<file path="config.mk">
export PLATFORM = sky130hd
export DESIGN_NAME = pmu_event_bank
export DESIGN_NICKNAME = d
export VERILOG_FILES = /design/src/rtl/pmu_pkg.sv /design/src/rtl/pmu_w1_mask.sv /design/src/rtl/pmu_counter.sv /design/src/rtl/pmu_ovf_status.sv /design/src/rtl/pmu_event_bank.sv
export SDC_FILE = /design/constraint.sdc
export NUM_CORES = 1
export LEC_CHECK = 0
export ABC_AREA = 1
export BUFFER_PORTS_ARGS = -buffer_cell sky130_fd_sc_hd__buf_2
export CAP_MARGIN = 15
export CORE_MARGIN = 1
export CORE_UTILIZATION = 55
export DETAILED_ROUTE_END_ITERATION = 6
export GPL_ROUTABILITY_DRIVEN = 1
export PLACE_DENSITY = 0.73
export SLEW_MARGIN = 20
export SYNTH_ARGS = -nofsm -noshare
export SYNTH_HDL_FRONTEND = slang
export SYNTH_SLANG_ARGS = --single-unit
</file>
<file path="constraint.sdc">
create_clock -name clk -period 2.02 [get_ports clk]
set_input_delay 0.202 -clock clk [delete_from_list [all_inputs] [get_ports clk]]
set_output_delay 0.202 -clock clk [all_outputs]
set_load 0.005 [all_outputs]
</file>
<file path="src/rtl/pmu_pkg.sv">
package pmu_pkg;
   // register word offsets
   localparam int OFF_RUN     = 0;
   localparam int OFF_CEN_SET = 1;
   localparam int OFF_CEN_CLR = 2;
   localparam int OFF_IEN_SET = 3;
   localparam int OFF_IEN_CLR = 4;
   localparam int OFF_OVF     = 5;
   localparam int OFF_CNT0    = 8;
endpackage

</file>
<file path="src/rtl/pmu_w1_mask.sv">
module pmu_w1_mask #(
   parameter int W = 2
) (
   input  logic         clk,
   input  logic         rst_n,
   input  logic         set_we,
   input  logic         clr_we,
   input  logic [W-1:0] bits,
   output logic [W-1:0] mask_o
);
   logic [W-1:0] mask_q;

   always_ff @(posedge clk or negedge rst_n) begin
      if (!rst_n)      mask_q <= '0;
      else if (set_we) mask_q <= mask_q | bits;
      else if (clr_we) mask_q <= mask_q & ~bits;
   end

   assign mask_o = mask_q;


   mask_set_chk: assert property (@(posedge clk) disable iff (!rst_n)
      (set_we && !clr_we) |=> ((mask_q & $past(bits)) == $past(bits)));

   mask_clr_chk: assert property (@(posedge clk) disable iff (!rst_n)
      (clr_we && !set_we) |=> ((mask_q & $past(bits)) == '0));

   mask_keep_chk: assert property (@(posedge clk) disable iff (!rst_n)
      (!set_we && !clr_we) |=> $stable(mask_q));
endmodule

</file>
<file path="src/rtl/pmu_counter.sv">
module pmu_counter #(
   parameter int CNT_W = 32
) (
   input  logic             clk,
   input  logic             rst_n,
   input  logic             ld_en,
   input  logic [CNT_W-1:0] ld_val,
   input  logic             inc,
   output logic [CNT_W-1:0] cnt_o,
   output logic             wrap_o
);
   logic [CNT_W-1:0] cnt_q;
   logic             step;

   assign step   = inc && !ld_en;
   assign wrap_o = step && (&cnt_q);
   assign cnt_o  = cnt_q;

   always_ff @(posedge clk or negedge rst_n) begin
      if (!rst_n)     cnt_q <= '0;
      else if (ld_en) cnt_q <= ld_val;
      else if (inc)   cnt_q <= cnt_q + CNT_W'(1);
   end


   cnt_hold_chk: assert property (@(posedge clk) disable iff (!rst_n)
      (!inc && !ld_en) |=> $stable(cnt_q));

   cnt_load_chk: assert property (@(posedge clk) disable iff (!rst_n)
      ld_en |=> (cnt_q == $past(ld_val)));

   cnt_wrap_chk: assert property (@(posedge clk) disable iff (!rst_n)
      wrap_o |=> (cnt_q == '0));
endmodule

</file>
<file path="src/rtl/pmu_ovf_status.sv">
module pmu_ovf_status #(
   parameter int N = 2
) (
   input  logic         clk,
   input  logic         rst_n,
   input  logic         clr_we,
   input  logic [N-1:0] clr_bits,
   input  logic [N-1:0] set_bits,
   output logic [N-1:0] stat_o
);
   logic [N-1:0] stat_q;
   logic [N-1:0] clr_eff;

   assign clr_eff = clr_we ? clr_bits : '0;

   always_ff @(posedge clk or negedge rst_n) begin
      if (!rst_n) stat_q <= '0;
      else        stat_q <= (stat_q & ~clr_eff) | set_bits;
   end

   assign stat_o = stat_q;

   for (genvar n = 0; n < N; n++) begin : g_bit

      ovf_set_wins_chk: assert property (@(posedge clk) disable iff (!rst_n)
         set_bits[n] |=> stat_q[n]);

      ovf_clr_chk: assert property (@(posedge clk) disable iff (!rst_n)
         (clr_we && clr_bits[n] && !set_bits[n]) |=> !stat_q[n]);

      ovf_sticky_chk: assert property (@(posedge clk) disable iff (!rst_n)
         (stat_q[n] && !(clr_we && clr_bits[n])) |=> stat_q[n]);
   end
endmodule

</file>
<file path="src/rtl/pmu_event_bank.sv">
module pmu_event_bank
   import pmu_pkg::*;
#(
   parameter int NUM_CNT = 2,
   parameter int CNT_W   = 32,
   parameter int DATA_W  = 32,
   parameter int ADDR_W  = 6
) (
   input  logic               clk,
   input  logic               rst_n,
   input  logic [NUM_CNT-1:0] evt_i,
   input  logic [ADDR_W-1:0]  addr_i,
   input  logic               we_i,
   input  logic [DATA_W-1:0]  wdata_i,
   output logic [DATA_W-1:0]  rdata_o,
   output logic               irq_o
);
   localparam int ADDR_SPAN = 1 << ADDR_W;

   if (NUM_CNT < 2 || NUM_CNT > DATA_W) begin : g_bad_num
      $error("NUM_CNT must lie in 2..DATA_W");
   end
   if (CNT_W != DATA_W) begin : g_bad_w
      $error("CNT_W must equal DATA_W");
   end
   if (OFF_CNT0 + NUM_CNT > ADDR_SPAN) begin : g_bad_addr
      $error("counter window exceeds address space");
   end

   logic               run_q;
   logic [NUM_CNT-1:0] cen, ien, ovf, wrap;
   logic [NUM_CNT-1:0] bits;
   logic [CNT_W-1:0]   cnt [NUM_CNT];

   logic wr_run, wr_cen_s, wr_cen_c, wr_ien_s, wr_ien_c, wr_ovf;

   assign bits     = wdata_i[NUM_CNT-1:0];
   assign wr_run   = we_i && (addr_i == ADDR_W'(OFF_RUN));
   assign wr_cen_s = we_i && (addr_i == ADDR_W'(OFF_CEN_SET));
   assign wr_cen_c = we_i && (addr_i == ADDR_W'(OFF_CEN_CLR));
   assign wr_ien_s = we_i && (addr_i == ADDR_W'(OFF_IEN_SET));
   assign wr_ien_c = we_i && (addr_i == ADDR_W'(OFF_IEN_CLR));
   assign wr_ovf   = we_i && (addr_i == ADDR_W'(OFF_OVF));

   always_ff @(posedge clk or negedge rst_n) begin
      if (!rst_n)      run_q <= 1'b0;
      else if (wr_run) run_q <= wdata_i[0];
   end

   pmu_w1_mask #(.W(NUM_CNT)) u_cen (
      .clk(clk), .rst_n(rst_n), .set_we(wr_cen_s), .clr_we(wr_cen_c),
      .bits(bits), .mask_o(cen)
   );

   pmu_w1_mask #(.W(NUM_CNT)) u_ien (
      .clk(clk), .rst_n(rst_n), .set_we(wr_ien_s), .clr_we(wr_ien_c),
      .bits(bits), .mask_o(ien)
   );

   for (genvar n = 0; n < NUM_CNT; n++) begin : g_cnt
      logic ld;
      assign ld = we_i && (addr_i == ADDR_W'(OFF_CNT0 + n));
      pmu_counter #(.CNT_W(CNT_W)) u_cnt (
         .clk(clk), .rst_n(rst_n), .ld_en(ld), .ld_val(wdata_i[CNT_W-1:0]),
         .inc(run_q && cen[n] && evt_i[n]), .cnt_o(cnt[n]), .wrap_o(wrap[n])
      );
   end

   pmu_ovf_status #(.N(NUM_CNT)) u_ovf (
      .clk(clk), .rst_n(rst_n), .clr_we(wr_ovf), .clr_bits(bits),
      .set_bits(wrap), .stat_o(ovf)
   );

   assign irq_o = |(ovf & ien);

   always_comb begin
      rdata_o = '0;
      case (addr_i)
         ADDR_W'(OFF_RUN):     rdata_o = DATA_W'(run_q);
         ADDR_W'(OFF_CEN_SET),
         ADDR_W'(OFF_CEN_CLR): rdata_o = DATA_W'(cen);
         ADDR_W'(OFF_IEN_SET),
         ADDR_W'(OFF_IEN_CLR): rdata_o = DATA_W'(ien);
         ADDR_W'(OFF_OVF):     rdata_o = DATA_W'(ovf);
         default: ;
      endcase
      for (int n = 0; n < NUM_CNT; n++) begin
         if (addr_i == ADDR_W'(OFF_CNT0 + n)) rdata_o = cnt[n];
      end
   end


   run_gate_chk: assert property (@(posedge clk) disable iff (!rst_n)
      !run_q |-> (wrap == '0));

   irq_fall_chk: assert property (@(posedge clk) disable iff (!rst_n)
      $fell(irq_o) |-> $past(wr_ovf || wr_ien_c));

   irq_rise_chk: assert property (@(posedge clk) disable iff (!rst_n)
      $rose(irq_o) |-> ($past(wrap != '0) || $past(wr_ien_s)));
endmodule

</file>
After elaboration in Yosys (flattened, before gate mapping)
Index checks and enable logic that the tools add are counted.

cells by class
  equality and inequality tests = 7
  add/sub/neg operators = 2
  bitwise operators = 9
  muxes and demuxes = 12
  reductions and logical operators = 28

operators with widths
  kind                                                              number
  32-bit two-way mux                                                6
  32-bit by 1-bit adder with 32-bit output (second input constant)  2
  32-bit AND reduction                                              2
  1-bit logical AND                                                 16
  6-bit by 2-bit == test with 1-bit output (second input constant)  2
  6-bit by 3-bit == test with 1-bit output (second input constant)  2
  6-bit by 4-bit == test with 1-bit output (second input constant)  2
  2-bit two-way mux                                                 5
  2-bit AND                                                         4
  2-bit case mux with 4 select lines                                1
  2-bit nonzero test                                                4
  6-bit by 1-bit == test with 1-bit output (second input constant)  1
  6-bit zero test                                                   1
  2-bit OR                                                          3
  2-bit OR reduction                                                3
  2-bit NOT                                                         2
  1-bit zero test                                                   2

storage, ports and cells
  flip-flop bits (word level) = 71
  logic and storage cells = 64
  bits of input ports = 43
  output and inout bits = 33

Depth between registers and ports, before layout
  word-level depth = 6
  gate-level depth with buffers = 11
  mapped depth without buffers = 11

Modules after synthesis
Synthesis repeated with hierarchy kept, for this count alone.

unflattened totals
  cell total of the unflattened synthesis = 781
  area total of the unflattened synthesis = 5479.0 um^2

modules (own cells, without submodules)
  module                        area each (um^2)  instances  sequential area each (um^2)  cells each
  pmu_counter (g_cnt[0].u_cnt)  2332.2            1          800.8                        325
  pmu_counter (g_cnt[1].u_cnt)  2248.4            1          800.8                        326
  pmu_event_bank                658.1             1          25.0                         100
  pmu_w1_mask                   80.1              2          50.0                         10
  pmu_ovf_status                80.1              1          50.0                         10

Worst setup path before layout
Ideal clock, no wire load.

  kind = reg2reg
  start point = register g_cnt[1].u_cnt.cnt_q[0]
  end point = register g_cnt[1].u_cnt.cnt_q[20]
  stages on the path, launching flop included = 9
  library setup time = 0.124 ns
  period minus slack after synthesis = 1.467 ns
  path buffers = 0
  arrival = 1.342 ns
  required time = 1.896 ns
  setup slack = 0.553 ns
  cells stage by stage = dfrtp_1 ha_1 nand3_2 nor2_1 nand2_2 nor2_4 nand3_1 nand3_1 nand3_1

between the ends
  cells in the longest elaborated chain, start to end = 3

ends and longest elaborated chain
  what                                      line               RTL
  start, declared                           pmu_counter.sv:12  logic [CNT_W-1:0] cnt_q;
  start signal, assigned                    pmu_counter.sv:21  else if (ld_en) cnt_q <= ld_val;
  start signal, assigned                    pmu_counter.sv:22  else if (inc) cnt_q <= cnt_q + CNT_W'(1);
  32-bit by 1-bit adder with 32-bit output  pmu_counter.sv:22
  32-bit two-way mux                        pmu_counter.sv:22
  32-bit two-way mux                        pmu_counter.sv:21

No other way between the ends. The select of a mux whose other input is x is not followed.
A chain may end at the register's enable or synchronous reset.

Final worst setup path
  start point = register g_cnt[1].u_cnt.cnt_q[0]
  end point = register g_cnt[1].u_cnt.cnt_q[24]

Same word-level chain as after synthesis.

==> flow_summary.ini <==
[power_and_ir_drop]
p_switching_mw = 1.77
seq_power_share_pct = 42.5
power.switching_fraction_pct = 38.5
p_clk_share_pct = 29.5
comb_power_share_pct = 28.0
p_int_mw = 2.82
power.ir.vdd_worst_mv = 0.605
total_leakage_power_nw = 3.19
power_density_mw_per_mm2 = 746

[layout]
layout-area-overhead-vs-synth_pct = 13.3
layout.cell_area.non_filler_mm2 = 0.00615
n_fill_cell = 907
insertedDiodeCount = 0
multi_input_area_mm2 = 0.00301
final_util_pct = 65.3
ff_latch_area_mm2 = 0.00178
fraction_of_final_layout_cells_with_drive_strength_greater_than_1_pct = 14.8
final_nets = 961

[yosys]
synth_enable_flop_cells = 0
synth_seq_area_share_pct = 32.7
yosys_warnings = 0
yosys_register_bits = 71
netlist_instances = 837
mappedNetlistNets = 882
asyncSetResetFlopFracSynth_pct = 100
yosys_most_used_dff = dfrtp_1
post_synth_instance_area_mm2 = 0.00543
yosysUniqueCellTypes = 36
syn-mean-instance-area_um2 = 6.48

[grt]
grt_util_all_layers_pct = 37.7
grt_pass1_vias = 5502
initial_antenna_violation_count = 0
grt_max_degree = 40
gr-total-overflow = 0
grt_first_pass_wirelength_um = 28500

[die]
floorplan.die.height_um = 101
floorplan.die_area_mm2 = 0.0103
start_util_pct = 57.6
die_width_um = 101
fp_rows = 35
boundaryPins = 76
floorplan.core_area_mm2 = 0.00942

[clock_tree]
clk_pin_slew_ns = 0.09
post_cts_buffers = 0
clock_tree.htree_level_count = 3
cts.sinks = 71
cts_root_buf = clkbuf_8
clk-insertion-delay-late_ns = 0.38
numCtsBuffers = 9
clock_path_buffers = 2
tritoncts = done

[timing]
timing_max_transition_violations_final = 0
setup_viol_count_final = 0
maxSlewHeadroom_pct = 64.2
actual_slew_at_the_worst_max_slew_pin_ns = 0.537
setup_tns_ns = 0
timing.clock.skew_ns = 0.0140
finalHoldViolCount = 0
final_period_minus_worst_setup_slack_ns = 1.86
max_freq_ghz = 0.539
finalCritPeriodShare_pct = 91.9
rsz0062_at_grt = no

[setup_path]
rr_worst_depth = 9
critical_path.startpoint_type = flip-flop
end_kind = flip-flop
critPathKind = reg -> reg
critPathRequiredTime_ns = 2.35
critPathMaxFanout = 9
critical_path_arrival_ns = 2.18

[place]
placement.io_buffers = 75
gp_routability_congestion = 1.11
detailedPlacementHpwl_um = 14600
placement.cell_area_mm2 = 0.00591

[hold_path]
path_type_of_the_worst_min_delay_path = in -> reg
timing.hold.worst_path_depth = 3

[route]
detailroute.via_count = 6035
avgRoutedWirePerCell_um = 17.5
antenna_violating_nets_post_route = 0
post_drt_via_cell_ratio = 5.75
drt-initial-drc-count = 583
postRouteWirelength_um = 18400
post-route-drc-count = 0
dr.pass1.iters = 6

[flow_run]
drv_cap = 0

[run_status]
outcome = completed
[through the flow]
stage / total power [mW] / worst slack (ns) / cells / hold slack (ns)
2_1_floorplan: 2.77 / 0.553 / 837 / -0.0936
3_3_place_gp: 3.18 / 0.191 / 1033 / 0.209
3_5_place_dp: 3.21 / 0.207 / 1033 / 0.210
4_1_cts: 4.55 / 0.194 / 1050 / 0.0898
5_1_grt: 4.84 / 0.0142 / 1050 / 0.0798
6_report: 4.59 / 0.164 / 1050 / 0.100
[cell usage after synthesis, types with 7 or more instances]
cell | number | area, um^2
nand2_1 | 246 | 923
inv_1 | 128 | 480
nor2_1 | 99 | 372
dfrtp_1 | 71 | 1780
nand3_1 | 63 | 315
o22ai_1 | 54 | 338
o21ai_0 | 32 | 160
xor2_1 | 31 | 272
a21oi_1 | 15 | 75.1
buf_2 | 11 | 55.1
nor3_1 | 11 | 55.1
nor2_2 | 9 | 56.3
nand2_2 | 7 | 43.8
[power groups by stage]
stage	combinational [mW]	clock, mW	sequential (mW)
after CTS	1.26	1.36	1.94
after global routing	1.44	1.42	1.98
after floorplan	0.895	0	1.87
after global placement	1.22	0	1.95
final	1.28	1.36	1.95
after detailed placement	1.25	0	1.96
[cell usage in the layout, fill, tap and decap left out, drive strengths merged, types with 2 or more instances in the layout]
cell / n
o21ai: 35
nor2: 111
o221ai: 3
a32o: 2
buf: 87
nand4: 6
clkinvlp: 2
dfrtp: 71
nand2: 256
a22o: 2
nor3: 14
clkbuf: 10
xor2: 31
inv: 134
nand3: 64
ha: 2
o21bai: 4
a21oi: 15
bufinv: 2
o211ai: 7
o22ai: 54
[repair_timing]
item | CTS | global route
hold buffers | 1 | 0
gates resized for setup | 0 | 0
endpoints found under the hold margin | 36 | 0
[kinds of logic (layout without fill, tap and decap cells)]
kind of cell	after synthesis	count (layout)	synth area share, %
compound gates	126	126	14.3
xor+xnor	32	32	5.16
fa+ha+maj	2	2	0.461
buf+inv	153	237	11.9
flops	71	71	32.7
mux	1	1	0.184
simple gates	452	452	35.3
[state kept, by name, summed over array words and instances, names as in the netlist, named ones only]
name,count
run_q,1
g_cnt.u_cnt.cnt_o,64
u_ovf.stat_o,2
[critical path, cell delays in order, from the launching register on]
cell     delay [ns]
dfrtp_1        0.46
ha_1           0.24
nand3_2        0.12
nor2_1         0.21
nand2_2        0.13
nor2_4         0.23
nand3_1        0.15
nand2_1        0.10
nand3_1        0.07
nand2_1        0.08
[per-layer routing]
layer	track usage [%]	up-vias	part of all wire, %
li1	-	2856	-
met1	52.8	2803	43
met2	58.1	331	45
met3	8.56	45	9.6
met4	11.6	0	2.4
met5	0	-	0
[final timing paths]
check,start,slack [ns],end
setup / recovery,g_cnt[1].u_cnt.cnt_o[0],0.16,g_cnt[1].u_cnt.cnt_o[24]
max in group asynchronous,rst_n,1.07,g_cnt[1].u_cnt.cnt_o[27]
setup reg to reg,g_cnt[1].u_cnt.cnt_o[0],0.16,g_cnt[1].u_cnt.cnt_o[24]
min in group asynchronous,rst_n,0.35,g_cnt[1].u_cnt.cnt_o[0]
hold reg to reg,flip-flop,0.54,flip-flop
hold / removal,wdata_i[30],0.10,g_cnt[0].u_cnt.cnt_o[30]
[final cells by class]
class                   count  area share [%]
repair buffers             88            7.77
well taps                 129            2.62
flip-flops and latches     71            28.9
clock inverters             6            1.50
clock buffers              10            2.24
inverters                 133            8.11
multi-input cells         613            48.9
(Power assumes the default switching activity.)
